===== config.mk =====
export PLATFORM = sky130hd
export DESIGN_NAME = cnv_ctrl_reg
export DESIGN_NICKNAME = d
export VERILOG_FILES = /design/src/rtl/cnv_ctrl_pkg.sv /design/src/rtl/cnv_flag_unit.sv /design/src/rtl/cnv_cfg_regs.sv /design/src/rtl/cnv_clk_div.sv /design/src/rtl/cnv_rd_pack.sv /design/src/rtl/cnv_ctrl_reg.sv
export SDC_FILE = /design/constraint.sdc
export NUM_CORES = 1
export LEC_CHECK = 0
export ABC_AREA = 0
export BUFFER_PORTS_ARGS = -buffer_cell sky130_fd_sc_hd__buf_2
export CAP_MARGIN = 25
export CORE_MARGIN = 2
export CORE_UTILIZATION = 50
export CTS_CLUSTER_SIZE = 24
export DETAILED_ROUTE_END_ITERATION = 12
export PLACE_DENSITY = 0.87
export SLEW_MARGIN = 30
export SYNTH_ARGS = -nofsm -noshare
export SYNTH_HDL_FRONTEND = slang
export SYNTH_HIERARCHICAL = 1
export SYNTH_SLANG_ARGS = --single-unit
export TNS_END_PERCENT = 30

===== constraint.sdc =====
create_clock -name clk_i -period 5.4 [get_ports clk_i]
set_input_delay 0.81 -clock clk_i [delete_from_list [all_inputs] [get_ports clk_i]]
set_output_delay 0.81 -clock clk_i [all_outputs]
set_load 0.01 [all_outputs]

===== src/rtl/cnv_ctrl_pkg.sv =====
package cnv_ctrl_pkg;

    localparam int unsigned CTRL_W_DEF   = 8;
    localparam int unsigned SEL_W_DEF    = 3;
    localparam int unsigned IE_POS_DEF   = 3;
    localparam int unsigned FLAG_POS_DEF = 4;

    typedef enum logic [1:0] {
        EV_HOLD  = 2'd0,
        EV_SET   = 2'd1,
        EV_CLEAR = 2'd2
    } flag_ev_e;

endpackage


===== src/rtl/cnv_flag_unit.sv =====
module cnv_flag_unit
    import cnv_ctrl_pkg::*;
(
    input  logic clk_i,
    input  logic rst_i,
    input  logic set_i,
    input  logic ack_i,
    input  logic wclr_i,
    output logic flag_o
);

    typedef struct packed {
        logic flag;
    } flag_st_t;

    flag_st_t st_d, st_q;
    flag_ev_e ev;

    always_comb begin
        // the set event has priority so that no completion is lost
        if (set_i) begin
            ev = EV_SET;
        end else if (ack_i || wclr_i) begin
            ev = EV_CLEAR;
        end else begin
            ev = EV_HOLD;
        end

        st_d = st_q;
        case (ev)
            EV_SET:   st_d.flag = 1'b1;
            EV_CLEAR: st_d.flag = 1'b0;
            default:  st_d.flag = st_q.flag;
        endcase
    end

    always_ff @(posedge clk_i) begin
        if (rst_i) begin
            st_q <= '0;
        end else begin
            st_q <= st_d;
        end
    end

    assign flag_o = st_q.flag;

endmodule


===== src/rtl/cnv_cfg_regs.sv =====
module cnv_cfg_regs #(
    parameter int unsigned SEL_W = 3
) (
    input  logic             clk_i,
    input  logic             rst_i,
    input  logic             wr_en_i,
    input  logic             ie_wr_i,
    input  logic [SEL_W-1:0] sel_wr_i,
    output logic             ie_o,
    output logic [SEL_W-1:0] sel_o,
    output logic             restart_o
);

    typedef struct packed {
        logic             ie;
        logic [SEL_W-1:0] sel;
    } cfg_st_t;

    cfg_st_t st_d, st_q;

    always_comb begin
        st_d      = st_q;
        restart_o = 1'b0;
        if (wr_en_i) begin
            st_d.ie  = ie_wr_i;
            st_d.sel = sel_wr_i;
            // only a new select value restarts the divider
            restart_o = (sel_wr_i != st_q.sel);
        end
    end

    always_ff @(posedge clk_i) begin
        if (rst_i) begin
            st_q <= '0;
        end else begin
            st_q <= st_d;
        end
    end

    assign ie_o  = st_q.ie;
    assign sel_o = st_q.sel;

endmodule


===== src/rtl/cnv_clk_div.sv =====
module cnv_clk_div #(
    parameter int unsigned SEL_W = 3
) (
    input  logic             clk_i,
    input  logic             rst_i,
    input  logic [SEL_W-1:0] sel_i,
    input  logic             restart_i,
    output logic             tick_o
);

    localparam int unsigned CNT_W = (1 << SEL_W) - 1;

    typedef struct packed {
        logic [CNT_W-1:0] cnt;
    } div_st_t;

    div_st_t          st_d, st_q;
    logic [CNT_W-1:0] last;

    // terminal count: codes 0 and 1 both divide by two
    function automatic logic [CNT_W-1:0] last_count(input logic [SEL_W-1:0] code);
        logic [CNT_W:0] span;
        span = {{CNT_W{1'b0}}, 1'b1} << code;
        if (code <= SEL_W'(1)) begin
            return CNT_W'(1);
        end
        return span[CNT_W-1:0] - CNT_W'(1);
    endfunction

    always_comb begin
        last = last_count(sel_i);
        st_d = st_q;
        if (restart_i || (st_q.cnt == last)) begin
            st_d.cnt = '0;
        end else begin
            st_d.cnt = st_q.cnt + CNT_W'(1);
        end
    end

    always_ff @(posedge clk_i) begin
        if (rst_i) begin
            st_q <= '0;
        end else begin
            st_q <= st_d;
        end
    end

    assign tick_o = (st_q.cnt == last);

endmodule


===== src/rtl/cnv_rd_pack.sv =====
module cnv_rd_pack #(
    parameter int unsigned CTRL_W   = 8,
    parameter int unsigned SEL_W    = 3,
    parameter int unsigned IE_POS   = 3,
    parameter int unsigned FLAG_POS = 4
) (
    input  logic              flag_i,
    input  logic              ie_i,
    input  logic [SEL_W-1:0]  sel_i,
    output logic [CTRL_W-1:0] rd_o
);

    for (genvar b = 0; b < CTRL_W; b++) begin : g_bit
        if (b < SEL_W) begin : g_sel
            assign rd_o[b] = sel_i[b];
        end else if (b == IE_POS) begin : g_ie
            assign rd_o[b] = ie_i;
        end else if (b == FLAG_POS) begin : g_flag
            assign rd_o[b] = flag_i;
        end else begin : g_zero
            assign rd_o[b] = 1'b0;
        end
    end

endmodule


===== src/rtl/cnv_ctrl_reg.sv =====
module cnv_ctrl_reg
    import cnv_ctrl_pkg::*;
#(
    parameter int unsigned CTRL_W   = CTRL_W_DEF,
    parameter int unsigned SEL_W    = SEL_W_DEF,
    parameter int unsigned IE_POS   = IE_POS_DEF,
    parameter int unsigned FLAG_POS = FLAG_POS_DEF
) (
    input  logic              clk_i,
    input  logic              rst_i,
    input  logic              wr_en_i,
    input  logic [CTRL_W-1:0] wr_data_i,
    output logic [CTRL_W-1:0] rd_data_o,
    input  logic              done_i,
    input  logic              ack_i,
    output logic              irq_o,
    output logic              cclk_en_o
);

    logic             flag;
    logic             ie;
    logic [SEL_W-1:0] sel;
    logic             restart;
    logic             wclr;
    logic             unused_wr_bits;

    assign wclr           = wr_en_i & wr_data_i[FLAG_POS];
    assign unused_wr_bits = ^wr_data_i;

    cnv_flag_unit u_flag (
        .clk_i  (clk_i),
        .rst_i  (rst_i),
        .set_i  (done_i),
        .ack_i  (ack_i),
        .wclr_i (wclr),
        .flag_o (flag)
    );

    cnv_cfg_regs #(.SEL_W(SEL_W)) u_cfg (
        .clk_i     (clk_i),
        .rst_i     (rst_i),
        .wr_en_i   (wr_en_i),
        .ie_wr_i   (wr_data_i[IE_POS]),
        .sel_wr_i  (wr_data_i[SEL_W-1:0]),
        .ie_o      (ie),
        .sel_o     (sel),
        .restart_o (restart)
    );

    cnv_clk_div #(.SEL_W(SEL_W)) u_div (
        .clk_i     (clk_i),
        .rst_i     (rst_i),
        .sel_i     (sel),
        .restart_i (restart),
        .tick_o    (cclk_en_o)
    );

    cnv_rd_pack #(
        .CTRL_W   (CTRL_W),
        .SEL_W    (SEL_W),
        .IE_POS   (IE_POS),
        .FLAG_POS (FLAG_POS)
    ) u_rd (
        .flag_i (flag),
        .ie_i   (ie),
        .sel_i  (sel),
        .rd_o   (rd_data_o)
    );

    assign irq_o = flag & ie;

endmodule


==> flow_metrics.py <==
metrics = {
    "placed_design": {
        "dp_slack_ps": 2270,
        "hpwl_um": 1200,
        "gp_congestion": 0.798,
        "portBuffers": 16,
    },
    "setup_path": {
        "worst_r2r_path_depth": 6,
        "r2r_start": "u_cfg/sel_o[2]",
        "crit_fanout": 15,
        "start_kind": "register",
        "crit_chain": "or3_1 -> ha_1 -> xor2_1 -> o21a_1 -> nor4b_4 -> and3_1 -> buf_2",
        "cp-startpoint": "u_cfg/sel_o[2]",
        "crit_arrival_ps": 2650,
        "crit_slowest_cell": "dfxtp_1",
        "crit_path_end_kind": "output pin",
        "required_ps": 4590,
        "worstReg2RegEnd": "u_div/st_q[4]",
        "crit_type": "register to output pin",
        "max_stage_delay_ps": 460,
        "setup.worst_path.end": "cclk_en_o",
        "r2r_setup_slack_ps": 3060,
    },
    "global_routing": {
        "grt_pass1_vias": 700,
        "antenna_found_initial": 0,
        "gr-usage-all-layers_pct": 20.4,
        "grt_overflow": 0,
        "grt_max_degree": 16,
        "grt_pass1_wl_um": 2950,
    },
    "clock_tree": {
        "cts_tree": "yes",
        "cts.path.max_buffers": 2,
        "path_clk_slew_ps": 70,
        "postCtsSetupRepairBufs": 0,
        "cts_hold_buf": 0,
        "cts_resized": 0,
        "cts_sinks": 12,
        "cts_max_level": 1,
        "cts_root_buf": "clkbuf_4",
        "cts_buffers": 3,
        "clock_latency_ps": 270,
    },
    "detailed_routing": {
        "vias_per_cell": 5.74,
        "wirelength_um": 1600,
        "wl_met2_um": 792,
        "ant_nets": 0,
        "drt-wirelength-per-cell_um": 13.4,
        "drt_iter0_markers": 5,
        "detailedRoute.firstPassIterationCount": 2,
        "drt-met1-wl_um": 712,
        "topRoutingLayerUsed": "met4",
        "drc": 0,
        "vias": 689,
        "wl_met3_um": 60,
    },
    "sta": {
        "min_period_ps": 3460,
        "drv_slew": 0,
        "min_period_over_period_pct": 64.0,
        "final_hold_viol_count": 0,
        "tns_ps": 0,
        "layout_setup_ws_ps": 1940,
        "setup_violations": 0,
        "finClkSkew_ps": 0.575,
        "rsz0062_at_grt": "no",
        "tightest_slew_ps": 579,
        "fmax_mhz": 289,
        "slew-limit-headroom_pct": 61.2,
    },
    "power": {
        "powerDensity_nw_per_um2": 220,
        "sw_frac_of_total_pct": 29.0,
        "seq_power_share_pct": 51.5,
        "p_int_uw": 135,
        "ir_drop_mv": 0.160,
        "p_sw_uw": 55.3,
        "power_frac_comb_pct": 19.9,
        "clockPowerShare_pct": 28.6,
        "p_leak_nw": 0.369,
    },
    "job": {
        "max_cap_viol_count": 0,
    },
    "synth": {
        "ys_ff_latch": 12,
        "yosys_warnings": 6,
        "yosysSeqAreaShare_pct": 28.7,
        "yosys.area.top_type": "dfxtp_1",
        "yosysTopAreaCellShare_pct": 28.7,
        "ys_types": 33,
        "netlist_instances": 96,
        "synthTopCellsByArea": "dfxtp_1 29%, buf_4 9.0%, xor2_1 6.3%, mux2i_1 6.0%, a311oi_1 5.2%",
        "syn_avg_cell_area_um2": 8.72,
        "netlist_area_um2": 837,
    },
    "floorplanning": {
        "core_um2": 1540,
        "die-height_um": 44.9,
        "die_width_um": 44.9,
        "start_util_pct": 54.3,
        "die_area_um2": 2020,
        "ios": 23,
        "rows": 14,
    },
    "worst_hold_path": {
        "min_from": "u_div/st_q[0]",
        "min_path_type": "register to register",
    },
    "finish": {
        "final_common_cell": "buf_2",
        "layout_common_cells": "16 x buf_2, 12 x dfxtp_1, 10 x nor2_1",
        "fin_nets": 121,
        "multiInputGateArea_um2": 494,
        "drive_gt1_share_pct": 20.2,
        "antenna_cells": 0,
        "fillers": 152,
        "seqCellArea_um2": 240,
        "area_growth_pct": 3.29,
    },
    "status": {
        "status": "finished clean",
    },
}
==> flip-flops by register name, summed over array words and instances, names as in the netlist <==
register,count
u_cfg/ie_o,1
u_flag/flag_o,1
u_div/st_q,7
u_cfg/sel_o,3
==> cells in the mapped netlist (all sizes together) <==
cell type	n
nor3	3
a31oi	2
o22a	1
and3	1
or3	1
nand3	3
xnor2	4
buf	13
nor4b	2
nand2b	1
xor2	6
and2	2
o31a	1
mux2i	5
conb	1
nand2	7
dfxtp	12
a21oi	3
a21o	1
nor2	10
inv	2
or3b	2
o31ai	1
ha	2
a311o	1
or4	1
o21bai	1
o211ai	1
o21a	1
a311oi	5
==> cell families after synthesis <==
| logic type | share of synthesized area, % |
|---|---|
| AOI/OAI and AO/OA | 16.4 |
| adders and majority gates | 2.99 |
| other | 0.448 |
| and+or+nand+nor | 21.8 |
| DFF | 28.7 |
| buffers and inverters | 13.2 |
| muxes | 5.98 |
| xor gates and xnor gates | 10.5 |
==> final cells by class <==
type,count,area share [%]
inverters,2,0.868
well taps,16,2.32
flip-flops and latches,12,27.8
multi-input cells,71,57.2
repair buffers,16,9.26
clock buffers,3,2.60
==> metrics by stage <==
step,hold WS (ps),power (mW),utilization [%],area (um^2),std cells
global route,528,0.200,56.1,865,120
floorplan,441,0.132,-,845,98
global placement,460,0.136,54.6,842,117
CTS,505,0.191,56.1,865,120
finish,498,0.191,56.1,865,120
detailed placement,489,0.138,54.6,842,117
==> per-layer routing <==
metal  track usage [%]  vias to the layer above
met4              15.3                        0
met2              33.3                       14
met5                 0                        -
li1                  -                      349
met3              2.00                        4
met1              24.8                      322
==> how the worst min path moves through the flow <==
| stage | end | slack, ps | cells past startpoint |
|---|---|---|---|
| floorplan | u_div/st_q[0] | 440 | 1 |
| global placement | u_div/st_q[0] | 460 | 1 |
| detailed placement | u_div/st_q[0] | 490 | 1 |
| CTS | u_div/st_q[0] | 500 | 1 |
| global route | u_div/st_q[0] | 530 | 1 |
| finish | u_div/st_q[0] | 500 | 1 |
==> worst max-delay path, delay by kind of cell, from the launching register on <==
family / cells / cell delay, ps
simple gates: 3 / 1100
flops: 1 / 460
fa+ha+maj: 1 / 270
compound gates: 1 / 220
xor+xnor: 1 / 200
buf+inv: 1 / 130
==> power by group through the flow <==
stage / registers [mW] / logic [mW] / clock network (mW)
final: 0.0982 / 0.0379 / 0.0545
after global routing: 0.0993 / 0.0428 / 0.0579
after CTS: 0.0981 / 0.0380 / 0.0553
after detailed placement: 0.100 / 0.0377 / 0
after global placement: 0.0998 / 0.0363 / 0
after floorplan: 0.0968 / 0.0357 / 0
Power figures use the tool's default switching activity.
